## src/rtl/dbg_frame_pkg.sv

```systemverilog
package dbg_frame_pkg;

  typedef enum logic [2:0] {
    ST_IDLE,
    ST_PUSH0,
    ST_PUSH1,
    ST_PUSH2,
    ST_POP_SR,
    ST_POP_PC,
    ST_POP_FV
  } seq_st_t;

  localparam logic [3:0] FMT_BASIC = 4'h0;
  localparam logic [3:0] FMT_TRACE = 4'h2;

  // frame size in bytes selected by the format code
  function automatic logic [4:0] frame_bytes(input logic [3:0] fmt);
    return (fmt == FMT_TRACE) ? 5'd12 : 5'd8;
  endfunction

  // byte offset of each beat from the frame base
  function automatic logic [3:0] beat_offset(input seq_st_t s);
    case (s)
      ST_PUSH1:  return 4'd4;
      ST_PUSH2:  return 4'd8;
      ST_POP_PC: return 4'd2;
      ST_POP_FV: return 4'd6;
      default:   return 4'd0;
    endcase
  endfunction

  function automatic logic [15:0] make_fv(input logic [3:0] fmt, input logic [11:0] ofs);
    return {fmt, ofs};
  endfunction

endpackage

```

## src/rtl/dfs_ctrl.sv

```systemverilog
module dfs_ctrl
  import dbg_frame_pkg::*;
#(
  parameter int AW = 32
) (
  input  logic          clk,
  input  logic          rst_n,
  input  logic          entry_req,
  input  logic          entry_trace,
  input  logic          ret_req,
  input  logic [AW-1:0] sp_in,
  input  logic          mem_ack,
  input  logic [3:0]    rd_fmt,
  output seq_st_t       st,
  output logic          accept,
  output logic          beat_done,
  output logic          busy,
  output logic          mem_req,
  output logic          mem_we,
  output logic          mem_long,
  output logic [AW-1:0] mem_addr,
  output logic [AW-1:0] sp_out,
  output logic          sp_wr
);

  seq_st_t       st_q, st_d;
  logic [AW-1:0] base_q;
  logic          trace_q;
  logic          last_done;
  logic [3:0]    push_fmt;

  assign push_fmt  = entry_trace ? FMT_TRACE : FMT_BASIC;
  assign accept    = (st_q == ST_IDLE) && (entry_req || ret_req);
  assign mem_req   = (st_q != ST_IDLE);
  assign busy      = mem_req;
  assign beat_done = mem_req && mem_ack;
  assign mem_we    = (st_q == ST_PUSH0) || (st_q == ST_PUSH1) || (st_q == ST_PUSH2);
  assign mem_long  = !((st_q == ST_POP_SR) || (st_q == ST_POP_FV));
  assign mem_addr  = base_q + AW'(beat_offset(st_q));
  assign last_done = beat_done &&
                     (((st_q == ST_PUSH1) && !trace_q) || (st_q == ST_PUSH2) || (st_q == ST_POP_FV));
  assign st        = st_q;

  always_comb begin
    st_d = st_q;
    case (st_q)
      ST_IDLE:   if (entry_req) st_d = ST_PUSH0;
                 else if (ret_req) st_d = ST_POP_SR;
      ST_PUSH0:  if (mem_ack) st_d = ST_PUSH1;
      ST_PUSH1:  if (mem_ack) st_d = trace_q ? ST_PUSH2 : ST_IDLE;
      ST_PUSH2:  if (mem_ack) st_d = ST_IDLE;
      ST_POP_SR: if (mem_ack) st_d = ST_POP_PC;
      ST_POP_PC: if (mem_ack) st_d = ST_POP_FV;
      ST_POP_FV: if (mem_ack) st_d = ST_IDLE;
      default:   st_d = ST_IDLE;
    endcase
  end

  always_ff @(posedge clk) begin
    if (!rst_n) begin
      st_q    <= ST_IDLE;
      base_q  <= '0;
      trace_q <= 1'b0;
      sp_out  <= '0;
      sp_wr   <= 1'b0;
    end else begin
      st_q  <= st_d;
      sp_wr <= last_done;
      if (accept) begin
        base_q  <= entry_req ? sp_in - AW'(frame_bytes(push_fmt)) : sp_in;
        trace_q <= entry_req && entry_trace;
      end
      if (last_done)
        sp_out <= (st_q == ST_POP_FV) ? base_q + AW'(frame_bytes(rd_fmt)) : base_q;
    end
  end


  hold_stable_chk: assert property (@(posedge clk) disable iff (!rst_n)
    mem_req && !mem_ack |=> mem_req && $stable(mem_addr) && $stable(mem_we) && $stable(mem_long));


  sp_wr_pulse_chk: assert property (@(posedge clk) disable iff (!rst_n)
    sp_wr |=> !sp_wr);


  idle_on_done_chk: assert property (@(posedge clk) disable iff (!rst_n)
    sp_wr |-> !busy);

endmodule

```

## src/rtl/dfs_pack.sv

```systemverilog
module dfs_pack
  import dbg_frame_pkg::*;
(
  input  logic        clk,
  input  logic        rst_n,
  input  logic        load,
  input  logic        trace,
  input  logic [15:0] sr,
  input  logic [31:0] pc,
  input  logic [31:0] last_pc,
  input  logic [11:0] vec_ofs,
  input  seq_st_t     st,
  output logic [31:0] wdata
);

  logic [15:0] sr_q, fv_q;
  logic [31:0] pc_q, lp_q;

  always_ff @(posedge clk) begin
    if (!rst_n) begin
      sr_q <= '0;
      pc_q <= '0;
      lp_q <= '0;
      fv_q <= '0;
    end else if (load) begin
      sr_q <= sr;
      pc_q <= pc;
      lp_q <= last_pc;
      fv_q <= make_fv(trace ? FMT_TRACE : FMT_BASIC, vec_ofs);
    end
  end

  always_comb begin
    case (st)
      ST_PUSH0: wdata = {sr_q, pc_q[31:16]};
      ST_PUSH1: wdata = {pc_q[15:0], fv_q};
      ST_PUSH2: wdata = lp_q;
      default:  wdata = '0;
    endcase
  end

endmodule

```

## src/rtl/dfs_restore.sv

```systemverilog
module dfs_restore
  import dbg_frame_pkg::*;
(
  input  logic        clk,
  input  logic        rst_n,
  input  seq_st_t     st,
  input  logic        beat_done,
  input  logic [31:0] rdata,
  output logic [15:0] rst_sr,
  output logic [31:0] rst_pc,
  output logic [15:0] rst_fv,
  output logic        rst_valid
);

  always_ff @(posedge clk) begin
    if (!rst_n) begin
      rst_sr    <= '0;
      rst_pc    <= '0;
      rst_fv    <= '0;
      rst_valid <= 1'b0;
    end else begin
      rst_valid <= beat_done && (st == ST_POP_FV);
      if (beat_done) begin
        case (st)
          ST_POP_SR: rst_sr <= rdata[15:0];
          ST_POP_PC: rst_pc <= rdata;
          ST_POP_FV: rst_fv <= rdata[15:0];
          default: ;
        endcase
      end
    end
  end


  valid_pulse_chk: assert property (@(posedge clk) disable iff (!rst_n)
    rst_valid |=> !rst_valid);

endmodule

```

## src/rtl/dbg_frame_seq.sv

```systemverilog
module dbg_frame_seq
  import dbg_frame_pkg::*;
#(
  parameter int AW = 32
) (
  input  logic          clk,
  input  logic          rst_n,
  input  logic          entry_req,
  input  logic          entry_trace,
  input  logic [15:0]   entry_sr,
  input  logic [31:0]   entry_pc,
  input  logic [31:0]   entry_last_pc,
  input  logic [11:0]   entry_vec_ofs,
  input  logic          ret_req,
  input  logic [AW-1:0] sp_in,
  output logic          busy,
  output logic          mem_req,
  output logic          mem_we,
  output logic          mem_long,
  output logic          mem_alt,
  output logic [AW-1:0] mem_addr,
  output logic [31:0]   mem_wdata,
  input  logic [31:0]   mem_rdata,
  input  logic          mem_ack,
  output logic [AW-1:0] sp_out,
  output logic          sp_wr,
  output logic [15:0]   rst_sr,
  output logic [31:0]   rst_pc,
  output logic [15:0]   rst_fv,
  output logic          rst_valid
);

  seq_st_t st;
  logic    accept;
  logic    beat_done;
  logic    busy_w;

  dfs_ctrl #(.AW(AW)) u_ctrl (
    .clk(clk), .rst_n(rst_n),
    .entry_req(entry_req), .entry_trace(entry_trace), .ret_req(ret_req),
    .sp_in(sp_in), .mem_ack(mem_ack), .rd_fmt(mem_rdata[15:12]),
    .st(st), .accept(accept), .beat_done(beat_done), .busy(busy_w),
    .mem_req(mem_req), .mem_we(mem_we), .mem_long(mem_long), .mem_addr(mem_addr),
    .sp_out(sp_out), .sp_wr(sp_wr)
  );

  dfs_pack u_pack (
    .clk(clk), .rst_n(rst_n),
    .load(accept && entry_req), .trace(entry_trace),
    .sr(entry_sr), .pc(entry_pc), .last_pc(entry_last_pc), .vec_ofs(entry_vec_ofs),
    .st(st), .wdata(mem_wdata)
  );

  dfs_restore u_restore (
    .clk(clk), .rst_n(rst_n), .st(st), .beat_done(beat_done), .rdata(mem_rdata),
    .rst_sr(rst_sr), .rst_pc(rst_pc), .rst_fv(rst_fv), .rst_valid(rst_valid)
  );

  assign busy    = busy_w;
  assign mem_alt = busy_w;


  alt_tag_chk: assert property (@(posedge clk) disable iff (!rst_n)
    mem_req |-> mem_alt);


  wdata_stable_chk: assert property (@(posedge clk) disable iff (!rst_n)
    mem_req && mem_we && !mem_ack |=> $stable(mem_wdata));


  valid_idle_chk: assert property (@(posedge clk) disable iff (!rst_n)
    rst_valid |-> !mem_req);

endmodule

```

## config.mk

```make
export PLATFORM = sky130hd
export DESIGN_NAME = dbg_frame_seq
export DESIGN_NICKNAME = d
export VERILOG_FILES = /design/src/rtl/dbg_frame_pkg.sv /design/src/rtl/dfs_ctrl.sv /design/src/rtl/dfs_pack.sv /design/src/rtl/dfs_restore.sv /design/src/rtl/dbg_frame_seq.sv
export SDC_FILE = /design/constraint.sdc
export NUM_CORES = 1
export LEC_CHECK = 0
export CAP_MARGIN = 5
export CORE_MARGIN = 4
export CORE_UTILIZATION = 47
export DETAILED_ROUTE_END_ITERATION = 8
export MAX_ROUTING_LAYER = met4
export PLACE_DENSITY_LB_ADDON = 0.2
export SETUP_SLACK_MARGIN = 0.1
export SYNTH_ARGS = -nofsm -noshare
export SYNTH_HDL_FRONTEND = slang
export SYNTH_SLANG_ARGS = --single-unit
```

## constraint.sdc

```tcl
create_clock -name clk -period 3.9 [get_ports clk]
set_input_delay 0.39 -clock clk [delete_from_list [all_inputs] [get_ports clk]]
set_output_delay 0.39 -clock clk [all_outputs]
set_load 0.005 [all_outputs]
```

==> run summary, run 1 <==
The endpoint identified for the worst register-to-register timing path is u_ctrl.sp_out[25]. Total power for the finished layout comes to 0.006194 W. The detailed-placement wirelength estimate is 22890 um. The multiplexer fraction of the synthesized cell area came out at 3.867%.

The data required time of the critical path came out at 3.51 ns. The initial antenna violation count came to 1. By area the synthesized netlist is led by sky130_fd_sc_hd__dfxtp_1 (44%), sky130_fd_sc_hd__nand2_1 (12%), sky130_fd_sc_hd__a21oi_1 (12%), sky130_fd_sc_hd__mux2i_1 (3.8%), sky130_fd_sc_hd__nor2_1 (3.7%). Setup violations remaining at the end of the flow were counted as 0. The final standard cell count with taps included and fillers excluded is 1931. The total of warnings raised by yosys came out at 0. The most common cell after layout, fill and taps aside is sky130_fd_sc_hd__nand2_1. The path type of the worst min-delay path is in -> reg. The final clock skew came out at 0.01835 ns. Counting cells, the worst reg-to-reg path comes to 6. The die is 156.6 um tall. The clock insertion delay at the later pin of the skew report is 0.52 ns. The number of core rows is 54.

The clock net sink count came out at 227. The count of maximum capacitance violations is 0. The power per cell area is 419.5 nW/um2.

The number of buffers added by the clock tree synthesis step came out at 25. The area fraction in and, or, nand and nor cells after synthesis is 24.24%. Input and output buffers added on the ports amount to 328. In the post-route analysis, the smallest setup slack over all paths is 0.1743 ns. The first-pass GRT wire length came out at 49380 um. The area enclosed by the die boundary is 24540 um2.

The part of the cycle the worst path needs came out at 95.53%. The async set-or-reset flop fraction in the synthesized netlist is 0%. The remaining max-slew budget at the tightest pin came out at 41.78%. The peak fanout along the critical path is 5. The DRC violations left came out at 0. Setup repair after global routing could not meet its margin everywhere. The startpoint identified for the worst register-to-register timing path is u_ctrl.base_q[13].

The number of hold buffers added after cts is 0. The library cells used most frequently in the layout, excluding fill and tap cells, are sky130_fd_sc_hd__nand2_1 (344), sky130_fd_sc_hd__clkdlybuf4s50_1 (328), sky130_fd_sc_hd__a21oi_1 (238). The total area inside the core boundary comes to 21760 um2. The startpoint of the tightest hold check path is entry_last_pc[2]. The end of the worst hold path is u_pack.lp_q[2]. Summing the areas of all xor and xnor instances in the mapped netlist gives 6.494% of the synthesized area. The share of cells above drive strength 1 came out at 6.061%. The number of vias per cell is 5.341. STA classifies the critical path endpoint as a primary output. The layout has 1822 filler cells. The total length of routed wires is 32020 um. The portion of the post-synthesis area used by sequential elements is 43.76%. The cell taking the most area after synthesis is sky130_fd_sc_hd__dfxtp_1. In this run the cell area measured after placement is 13840 um2. For flop-to-flop paths, the worst setup slack is 1.61 ns.

The worst setup path is launched from a flop. The total number of vias is 10310. The dominant register cell in the synthesized netlist is sky130_fd_sc_hd__dfxtp_1. After synthesis, the largest area contributor takes up 43.76% of total cell area. The CTS tree is done. Entering global routing, the biggest net connects 94 pins.

The number of global-route vias before repair came out at 9508. The clock transition at the registers of the reported paths is 0.06 ns. The hold violation total from the final report is 0. A synthesized cell averages 7.653 um2. 329 I/O pins were placed. The final RePlAce weighted congestion is 0.9240. The analysis attributes to cell leakage a power of 5.214 nW.

In the final routed layout, each cell accounts on average for 16.58 um. The data arrival time of the critical path came out at 3.34 ns. The finished cells cover 14760 um2. The minimum clock period after layout is 3.726 ns. The maximum resistive drop on vdd is 0.0002664 V. Global routing used 25.25% of the available tracks. The net count of the finished layout is 1801. Adding up every negative setup slack in the final design gives 0 ns.

After the first detailed-routing iteration, the DRC count stood at 668. The register bit count reported by yosys is 227. The critical path is of the reg -> out type.

The final antenna-violating net count came out at 0. The synthesized design contains 0 enable-type register cells. The number of optimization iterations in the first detailed-route pass came out at 5. The pin slew with the least headroom to its limit is 0.8732 ns. The worst slack after detailed placement is 0.1958 ns.

The number of cells on the worst hold path came out at 3. The upper clock frequency limit came out at 0.2684 GHz. The largest buffer count on any clock path is 3. Yosys mapped the design onto 55 distinct sky130hd cell types. The synthesized netlist cell count is 1357. The overall overflow remaining after global route is 0. The number of H-tree levels came out at 1.

The cell sitting at the root of the clock tree is a sky130_fd_sc_hd__clkbuf_16. The number of placed instances, taps included is 1883. The main combinational cell family by area after synthesis is simple AND/OR/NAND/NOR gates.

The netlist area before placement came out at 10380 um2. The post-synthesis share of cell area spent on full adders, half adders and majority gates is 1.036%. The number of max-slew violations in the final report came to 0. The die width is 156.6 um.

The flow ran to the end, and the final reports show no timing, DRC or antenna violations. The synthesized netlist devotes 15.96% of its cell area to compound gates. The effective utilization at floorplan is 47.73%. The number of nets in the synthesized netlist is 1527. The layout-stage area growth over the synthesis result is 42.17%.
area by class of cell:
| class | instances | area [um2] | area share (%) |
|---|---|---|---|
| sequential | 227 | 4553 | 30.84 |
| timing repair buffer | 356 | 3531 | 23.92 |
| inverter | 11 | 46.29 | 0.3136 |
| tap | 280 | 350.3 | 2.373 |
| clock inverter | 9 | 101.3 | 0.6864 |
| clock buffer | 37 | 760.7 | 5.153 |
| antenna | 1 | 2.502 | 0.01695 |
| multi-input combinational | 1010 | 5419 | 36.70 |
sequential cells by signal, summed over array words and instances (netlist names):
| register | count |
|---|---|
| u_ctrl.base_q | 32 |
| u_ctrl.sp_out | 32 |
| u_pack.lp_q | 32 |
| u_pack.pc_q | 32 |
| u_restore.rst_pc | 32 |
| u_pack.sr_q | 16 |
| u_restore.rst_fv | 16 |
| u_restore.rst_sr | 16 |
| u_pack.fv_q | 13 |
| u_ctrl.st | 3 |
| u_ctrl.sp_wr | 1 |
| u_ctrl.trace_q | 1 |
| u_restore.rst_valid | 1 |
synth_stat cells, types with 4 or more instances:
library cell,number
sky130_fd_sc_hd__xor2_1,41
sky130_fd_sc_hd__nand4_1,21
sky130_fd_sc_hd__clkbuf_1,77
sky130_fd_sc_hd__o21ai_0,33
sky130_fd_sc_hd__nand2b_1,5
sky130_fd_sc_hd__ha_1,7
sky130_fd_sc_hd__buf_1,13
sky130_fd_sc_hd__and2_1,4
sky130_fd_sc_hd__nor2_1,103
sky130_fd_sc_hd__a211oi_1,9
sky130_fd_sc_hd__a31oi_1,4
sky130_fd_sc_hd__inv_1,8
sky130_fd_sc_hd__buf_2,16
sky130_fd_sc_hd__o21ai_1,17
sky130_fd_sc_hd__nand3_1,18
sky130_fd_sc_hd__mux2i_1,39
sky130_fd_sc_hd__a21oi_1,239
sky130_fd_sc_hd__and4_1,6
sky130_fd_sc_hd__xnor2_1,36
sky130_fd_sc_hd__dfxtp_1,227
sky130_fd_sc_hd__nor4_1,7
sky130_fd_sc_hd__nand2_1,345
sky130_fd_sc_hd__or3_1,4
sky130_fd_sc_hd__or4_1,6
sky130_fd_sc_hd__and3_1,10
sky130_fd_sc_hd__nor3_1,20
logic make-up (layout without fill, tap and decap cells):
logic type / after synthesis / after routing
XOR/XNOR: 77 / 77
AND/OR/NAND/NOR: 568 / 568
buffers and inverters: 120 / 413
AO/OA/AOI/OAI: 317 / 317
other: 0 / 1
flip-flops: 227 / 227
adder cells (fa/ha/maj): 8 / 8
multiplexers: 40 / 40
through the flow:
stage               hold slack [ns]  utilization (%)
global placement             0.4404            63.61
finish                       0.4095            67.86
floorplan                    0.4357                -
CTS                          0.3911            67.77
global route                 0.3980            67.86
detailed placement           0.4459            63.61
timing repair:
item                       4_1_cts  5_1_grt
hold endpoints to repair         0        0
resized for setup               11        3
pin swaps                        0        2
setup buffers                    1        0
setup endpoints to repair       11        7
worst max-delay path, stage by stage (launching register included):
cell and delay (ns):
sky130_fd_sc_hd__dfxtp_4 0.37, sky130_fd_sc_hd__inv_2 0.06, sky130_fd_sc_hd__nor2_4 0.13, sky130_fd_sc_hd__o21a_1 0.15
sky130_fd_sc_hd__ha_1 0.18, sky130_fd_sc_hd__fa_2 0.23, sky130_fd_sc_hd__a21oi_2 0.11, sky130_fd_sc_hd__or4b_4 0.56
sky130_fd_sc_hd__nor2_4 0.13, sky130_fd_sc_hd__and3_1 0.18, sky130_fd_sc_hd__xor2_1 0.18, sky130_fd_sc_hd__clkdlybuf4s50_1 0.52
power breakdown:
group,internal (W),switching [W],total [W]
clock network,0.00148,0.000938,0.00242
registers,0.00248,0.000165,0.00265
logic,0.000561,0.000566,0.00113
total,0.00452,0.00167,0.00619
layer usage:
metal  wire length, um  part of all wire (%)  global-route usage [%]  up-vias
met1             13480                    42                   33.00     4727
li1                  -                     -                       -     5124
met3              3047                   9.5                   6.333       70
met5                 0                     0                       -        -
met4              1041                   3.3                   7.190        0
met2             14450                    45                   38.96      392
worst max path at each step:
stage / endpoint / depth (start not counted) / from / slack (ns)
6_report: mem_addr[17] / 11 / u_ctrl.st[1] / 0.17
3_3_place_gp: mem_addr[25] / 10 / u_ctrl.st[0] / 0.30
3_5_place_dp: mem_addr[25] / 10 / u_ctrl.st[0] / 0.20
4_1_cts: mem_addr[17] / 11 / u_ctrl.st[1] / 0.13
5_1_grt: mem_addr[17] / 11 / u_ctrl.st[1] / 0.03
2_1_floorplan: mem_addr[17] / 12 / u_ctrl.st[1] / 0.66
(Power assumes the default switching activity.)
==> inputs of run 2 (changes only) <==
Settings changed: CORE_UTILIZATION 47 to 52, CTS_BUF_LIST set to sky130_fd_sc_hd__clkbuf_2 sky130_fd_sc_hd__clkbuf_4 sky130_fd_sc_hd__clkbuf_8, SKIP_LAST_GASP set to 1.
Clock period 3.9 ns to 4.8 ns, I/O delays scaled along.
==> run summary, run 2 (synthesis results as in run 1) <==
The tree is rooted in a sky130_fd_sc_hd__clkbuf_8. The chip height is 149.3 um (-4.7%). The internal power consumption came out at 0.003536 W (-22%). Setup repair after global routing left no endpoint under its margin. The clock transition at the registers of the reported paths came out at 0.06 ns (about the same). The pin slew with the least headroom to its limit came out at 1.189 ns (+0.3162 ns). The final net count was 1799 (-0.11%). The number of placed instances, taps included came out at 1855 (-1.5%). The final routed wire length divided by cell count came out at 17.12 um (+3.3%).

The effective utilization at floorplan is 53.18% (+5.5 points). The clock network fraction of design power came out at 37.5% (-1.5 points). The clock insertion delay at the later pin of the skew report was 0.52 ns (about the same). The slack of the worst reg-to-reg path was 1.90 ns (+0.29 ns).

The startpoint identified for the worst hold timing path is u_pack.pc_q[18]. The initial antenna violation count is 0 (-1). The most common cell after layout, fill and taps aside is sky130_fd_sc_hd__nand2_1. The area enclosed by the die boundary came out at 22300 um2 (-9.1%). The worst setup path is captured at a primary output. The end of the worst hold path is u_pack.pc_q[18]. The number of hold buffers added after cts is 0 (unchanged). The number of core rows came out at 51 (-5.6%). The count of input and output buffers came out at 328 (unchanged). The data arrival time of the critical path came out at 3.91 ns (+0.57 ns). The total inserted antenna cells is 0 (-1). The data required time of the critical path is 4.32 ns (+0.81 ns). The share of cells above drive strength 1 is 6.163% (+0.10 points). The DRC violations left came to 0 (unchanged). The net switching power of the design is 0.001348 W (-19%).

The switching portion of total power was 27.60% (+0.65 points). The final RePlAce weighted congestion is 0.9487 (+2.7%). The clock net sink count came out at 227 (unchanged). The number of H-tree levels came out at 2 (+1).

The part of the power in combinational logic is 17.8% (-0.4 points). The number of vias per cell is 5.436 (+1.8%). The hold violation total from the final report is 0 (unchanged). The total power of the final layout came to 0.004885 W (-21%). The total negative setup slack is 0 ns (unchanged).

The number of buffers added by the clock tree synthesis step came to 37 (+48%). The largest buffer count on any clock path came out at 3 (unchanged). The path type of the worst min-delay path is reg -> reg. The die width is 149.3 um (-4.7%).

The leakage power figure is 5.119 nW (-1.8%). The remaining max-slew budget at the tightest pin came out at 20.70% (-21 points). The largest net degree at the start of global routing came to 151 (+61%). The detailed-placement wirelength estimate came out at 23770 um (+3.8%). The number of endpoints failing setup at the final stage came to 0 (unchanged).

The part of the cycle the worst path needs came out at 91.45%. The flow ran to the end, and the final reports show no timing, DRC or antenna violations. The final standard cell count with taps included and fillers excluded is 1920 (-0.57%). The number of DRC markers in iteration 0 was 727 (+8.8%).

The number of global-route vias before repair is 9817 (+3.2%). The overall overflow remaining after global route is 0 (unchanged). The critical path goes through inv_2, buf_4, nor2_1, o21a_1, ha_1, fa_1, a21oi_1, or4b_1, nor2_2, and3_1, xor2_1, clkdlybuf4s50_1. The number of cells on the worst hold path is 2 (-1). The total I/O pin count came to 329 (unchanged).

The total length of routed wires came out at 32880 um (+2.7%). The global routing usage summed across all routing layers came to 28.74% (+3.5 points). The power per cell area came out at 336.5 nW/um2 (-20%).

The maximum resistive drop on vdd is 0.0002096 V (-21%). The worst setup path is launched from a flop. The slowest stage of the critical path belongs to the cell sky130_fd_sc_hd__or4b_1. The worst reg-to-reg path cell count is 6 (unchanged). The number of optimization iterations in the first detailed-route pass came out at 5 (unchanged). The filler cell count in the final layout was 1541 (-15%). The first-pass GRT wire length is 50500 um (+2.3%). The final antenna-violating net count came to 0 (unchanged). The minimum clock period after layout came out at 4.390 ns. The number of max-slew violations in the final report is 0 (unchanged). The biggest cell delay along the critical path is 0.63 ns (+0.07 ns). In the layout the commonest cells are sky130_fd_sc_hd__nand2_1 (344), sky130_fd_sc_hd__clkdlybuf4s50_1 (328), sky130_fd_sc_hd__a21oi_1 (239). The final clock skew came out at 0.01548 ns (-0.002865 ns). The power share of the sequential group came out at 44.7% (+1.9 points). The upper clock frequency limit came out at 0.2278 GHz. The layout-stage area growth over the synthesis result came out at 39.80%. The CTS tree is done. The peak fanout along the critical path is 32 (+27).

The critical path is of the reg -> out type. The total number of vias is 10440 (+1.2%). The count of maximum capacitance violations is 0 (unchanged).

The reg-to-reg critical path startpoint is u_ctrl.st[1]. The area of the core is 19530 um2 (-10%). The endpoint identified for the worst register-to-register timing path is u_pack.sr_q[14].

The worst hold slack is 0.4526 ns (+0.04312 ns).
[run 2: final cells by class]
type	count	area, um2	area share, %
Timing Repair Buffer	342	3388	23.34
Multi-Input combinational cell	1010	5375	37.02
Clock inverter	3	43.79	0.3016
Tap cell	265	331.6	2.284
Clock buffer	62	784.5	5.404
Sequential cell	227	4548	31.33
Inverter	11	46.29	0.3189
[run 2: worst max path at each step]
stage               slack [ns]  cells past startpoint          from           end
floorplan                 1.47                     12  u_ctrl.st[1]  mem_addr[17]
detailed placement        0.77                     12  u_ctrl.st[0]  mem_addr[17]
finish                    0.41                     12  u_ctrl.st[0]  mem_addr[17]
global placement          0.88                     12  u_ctrl.st[0]  mem_addr[17]
global route              0.16                     12  u_ctrl.st[0]  mem_addr[17]
CTS                       0.20                     12  u_ctrl.st[0]  mem_addr[17]
[run 2: worst max-delay path, delay by kind of cell, from the launching register on]
family / cells / cell delay, ns
flops: 1 / 0.48
compound gates: 2 / 0.30
fa+ha+maj: 2 / 0.40
simple gates: 4 / 1.25
xor+xnor: 1 / 0.14
buf+inv: 3 / 0.81
[run 2: per-stage QoR]
| step | instance area, um2 | utilization, % | worst slack [ns] |
|---|---|---|---|
| final | 14520 | 74.35 | 0.4102 |
| after global routing | 14520 | 74.35 | 0.1626 |
| after CTS | 14510 | 74.30 | 0.2039 |
| after detailed placement | 13680 | 70.06 | 0.7725 |
| after global placement | 13680 | 70.06 | 0.8850 |
| after floorplan | 10390 | - | 1.466 |
[run 2: what timing repair did]
| action | CTS | global route |
|---|---|---|
| resized for setup | 0 | 3 |
| setup buffers | 0 | 0 |
| hold endpoints to repair | 0 | 0 |
| setup endpoints to repair | 0 | 8 |
[run 2: power by group through the flow]
stage / registers [W] / clock network (W) / logic [W]
5_1_grt: 0.00220 / 0.00195 / 0.000954
2_1_floorplan: 0.00212 / 0 / 0.000505
4_1_cts: 0.00217 / 0.00186 / 0.000873
3_5_place_dp: 0.00222 / 0 / 0.000868
3_3_place_gp: 0.00221 / 0 / 0.000853
6_report: 0.00218 / 0.00183 / 0.000871
[run 2: per-layer routing]
metal	GRT usage [%]	share of wire, %
met1	36.87	42
met4	9.291	2.9
met3	5.956	8.3
met5	-	0
met2	45.69	47
==> inputs of run 3 (changes only) <==
Settings changed: CORE_UTILIZATION 52 to 48.
Clock period 4.8 ns to 4.7 ns, I/O delays scaled along.
==> run summary, run 3 (synthesis results as in run 1) <==
The run finished with clean final reports. The data required time of the critical path came out at 4.23 ns (-0.09 ns). The pin slew with the least headroom to its limit came to 1.112 ns (-0.07769 ns). The startpoint identified for the worst register-to-register timing path is u_ctrl.st[2]. The number of vias per cell came out at 5.374 (-1.1%). The overall overflow remaining after global route is 0 (unchanged). The minimum clock period after layout is 4.287 ns. The global routing usage on met1 came out at 33.60% (-3.3 points).

Dividing the final minimum period by the clock period gives 91.22%. The tightest min-delay check is of the reg -> reg type. The number of H-tree levels is 2 (unchanged). The leakage power figure came to 5.071 nW (-0.94%).

The effective utilization at floorplan is 49.09% (-4.1 points). The number of global-route vias before repair came out at 9622 (-2.0%). In the layout the commonest cells are sky130_fd_sc_hd__nand2_1 (344), sky130_fd_sc_hd__clkdlybuf4s50_1 (328), sky130_fd_sc_hd__a21oi_1 (239). The initial antenna violation count was 1 (+1). In this run the most used layer during global routing was met2. The slack of the worst reg-to-reg path is 1.72 ns (-0.18 ns). The number of max-slew violations in the final report is 0 (unchanged). The clock root buffer is sky130_fd_sc_hd__clkbuf_8. The number of DRC markers in iteration 0 came out at 626 (-14%). The final design utilization is 68.20% (-6.2 points). The number of core rows came out at 53 (+3.9%). The largest buffer count on any clock path is 3 (unchanged). The maximum resistive drop on vdd came out at 0.0002113 V (+0.81%). The total negative setup slack is 0 ns (unchanged). The number of optimization iterations in the first detailed-route pass came out at 5 (unchanged). The data arrival time of the critical path came to 3.82 ns (-0.09 ns). The number of cells on the worst hold path is 2 (unchanged). The area enclosed by the die boundary is 24050 um2 (+7.9%).

The total I/O pin count came out at 329 (unchanged). The met2 usage in global routing came out at 40.32% (-5.4 points). The clock net sink count is 227 (unchanged). The worst setup path is captured at a primary output.

The total length of routed wires is 32320 um (-1.7%). The critical path is of the reg -> out type. The total number of vias came out at 10350 (-0.83%).

The number of buffers added by the clock tree synthesis step is 38 (+2.7%). The final RePlAce weighted congestion is 0.9079 (-4.3%). The count of input and output buffers came out at 328 (unchanged). The chip height is 155.1 um (+3.9%). The upper clock frequency limit came out at 0.2332 GHz. The first-pass GRT wire length came out at 50460 um (about the same). TritonCTS built the clock tree.

The layout-stage area growth over the synthesis result came out at 38.92%. The final antenna-violating net count is 0 (unchanged). The die width is 155.1 um (+3.9%). The share of cells above drive strength 1 came out at 5.758% (-0.41 points). The remaining max-slew budget at the tightest pin is 25.88% (+5.2 points). The worst hold path terminates at u_pack.lp_q[13]. The DRC violations left is 0 (unchanged). The power per cell area came out at 332.2 nW/um2 (-1.3%). The worst reg-to-reg path cell count came out at 6 (unchanged). The hold violation total from the final report is 0 (unchanged). The final clock skew came out at 0.02207 ns (+0.006588 ns). The startpoint identified for the worst hold timing path is u_pack.lp_q[13]. The clock insertion delay at the later pin of the skew report is 0.52 ns (about the same).

Leaving out fill and tap cells, the most frequent cell in the layout is sky130_fd_sc_hd__nand2_1. The global routing usage summed across all routing layers was 26.29% (-2.4 points). The count of maximum capacitance violations is 0 (unchanged).

The final net count is 1803 (+0.22%). The largest net degree at the start of global routing is 141 (-6.6%). The clock transition at the registers of the reported paths is 0.05 ns (about the same). The area of the core came to 21150 um2 (+8.3%). Setup repair after global routing left no endpoint under its margin. The filler cell count in the final layout is 1800 (+17%).

The peak fanout along the critical path came out at 28 (-13%). The final routed wire length divided by cell count is 16.78 um (-2.0%). The global routing usage on met3 is 6.370% (+0.41 points).

STA classifies the critical path startpoint as a flop. The detailed-placement wirelength estimate came to 23290 um (-2.0%). The register cell area after layout is 4548 um2 (unchanged).

The combined area of the multi-input logic cells is 5371 um2 (about the same). The number of endpoints failing setup at the final stage was 0 (unchanged). The worst register-to-register path ends at u_pack.lp_q[7].
-- run 3: cell count changes in the layout (fill, tap and decap cells not counted), sizes merged --
cell    before  now
diode        0    1
buf         14   17
clkinv       1    2
clkbuf      62   53
-- run 3: power by group --
part / switching (W) / internal [W] / total, W
logic: 0.000439 / 0.000446 / 0.000885
registers: 0.000161 / 0.00206 / 0.00222
clock network: 0.000741 / 0.000942 / 0.00168
total: 0.00134 / 0.00345 / 0.00479
-- run 3: layer usage --
metal	up-vias	routed length (um)
met3	78	2829
met4	0	1226
met5	-	0
met1	4731	13400
met2	421	14860
li1	5120	-
-- run 3: how the worst max path moves through the flow --
| stage | slack [ns] | depth (start not counted) | endpoint | startpoint |
|---|---|---|---|---|
| after floorplan | 1.38 | 12 | mem_addr[17] | u_ctrl.st[1] |
| after global placement | 0.82 | 10 | mem_addr[17] | u_ctrl.st[0] |
| after detailed placement | 0.70 | 10 | mem_addr[17] | u_ctrl.st[0] |
| after CTS | 0.14 | 10 | mem_addr[17] | u_ctrl.st[0] |
| after global routing | 0.13 | 9 | mem_addr[17] | u_ctrl.st[2] |
| final | 0.41 | 9 | mem_addr[17] | u_ctrl.st[2] |
-- run 3: worst max-delay path, stage by stage, from the launching register on --
cell and delay [ns]:
sky130_fd_sc_hd__dfxtp_2 0.67, sky130_fd_sc_hd__nand2b_1 0.31, sky130_fd_sc_hd__nor2_1 0.07, sky130_fd_sc_hd__ha_1 0.33
sky130_fd_sc_hd__a21oi_1 0.16, sky130_fd_sc_hd__or4b_1 0.66, sky130_fd_sc_hd__nor2_1 0.24, sky130_fd_sc_hd__and3_1 0.20
sky130_fd_sc_hd__xor2_1 0.14, sky130_fd_sc_hd__clkdlybuf4s50_1 0.52
-- run 3: repair_timing --
| action | CTS | global route |
|---|---|---|
| setup endpoints to repair | 0 | 4 |
| hold buffers | 0 | 0 |
| gates resized for setup | 0 | 1 |
| setup buffers | 0 | 2 |
-- run 3: layout make-up --
| type | count | share of cell area (%) |
|---|---|---|
| clock buffers | 53 | 4.536 |
| inverters | 11 | 0.3209 |
| repair buffers | 345 | 23.64 |
| clock inverters | 4 | 0.3382 |
| well taps | 275 | 2.385 |
| flip-flops and latches | 227 | 31.53 |
| multi-input cells | 1010 | 37.23 |
| diodes | 1 | 0.01735 |
-- run 3: per-stage QoR --
step                      total power [W]  worst slack (ns)  cells  cell area, um2  hold WS (ns)
after floorplan                  0.002683             1.376   1357           10390        0.4357
after global placement           0.003128            0.8247   1866           13700        0.4406
after detailed placement         0.003146            0.6956   1866           13700        0.4453
after CTS                        0.004831            0.1419   1923           14410        0.4531
after global routing             0.005021            0.1338   1926           14430        0.4705
final                            0.004792            0.4126   1926           14430        0.4519
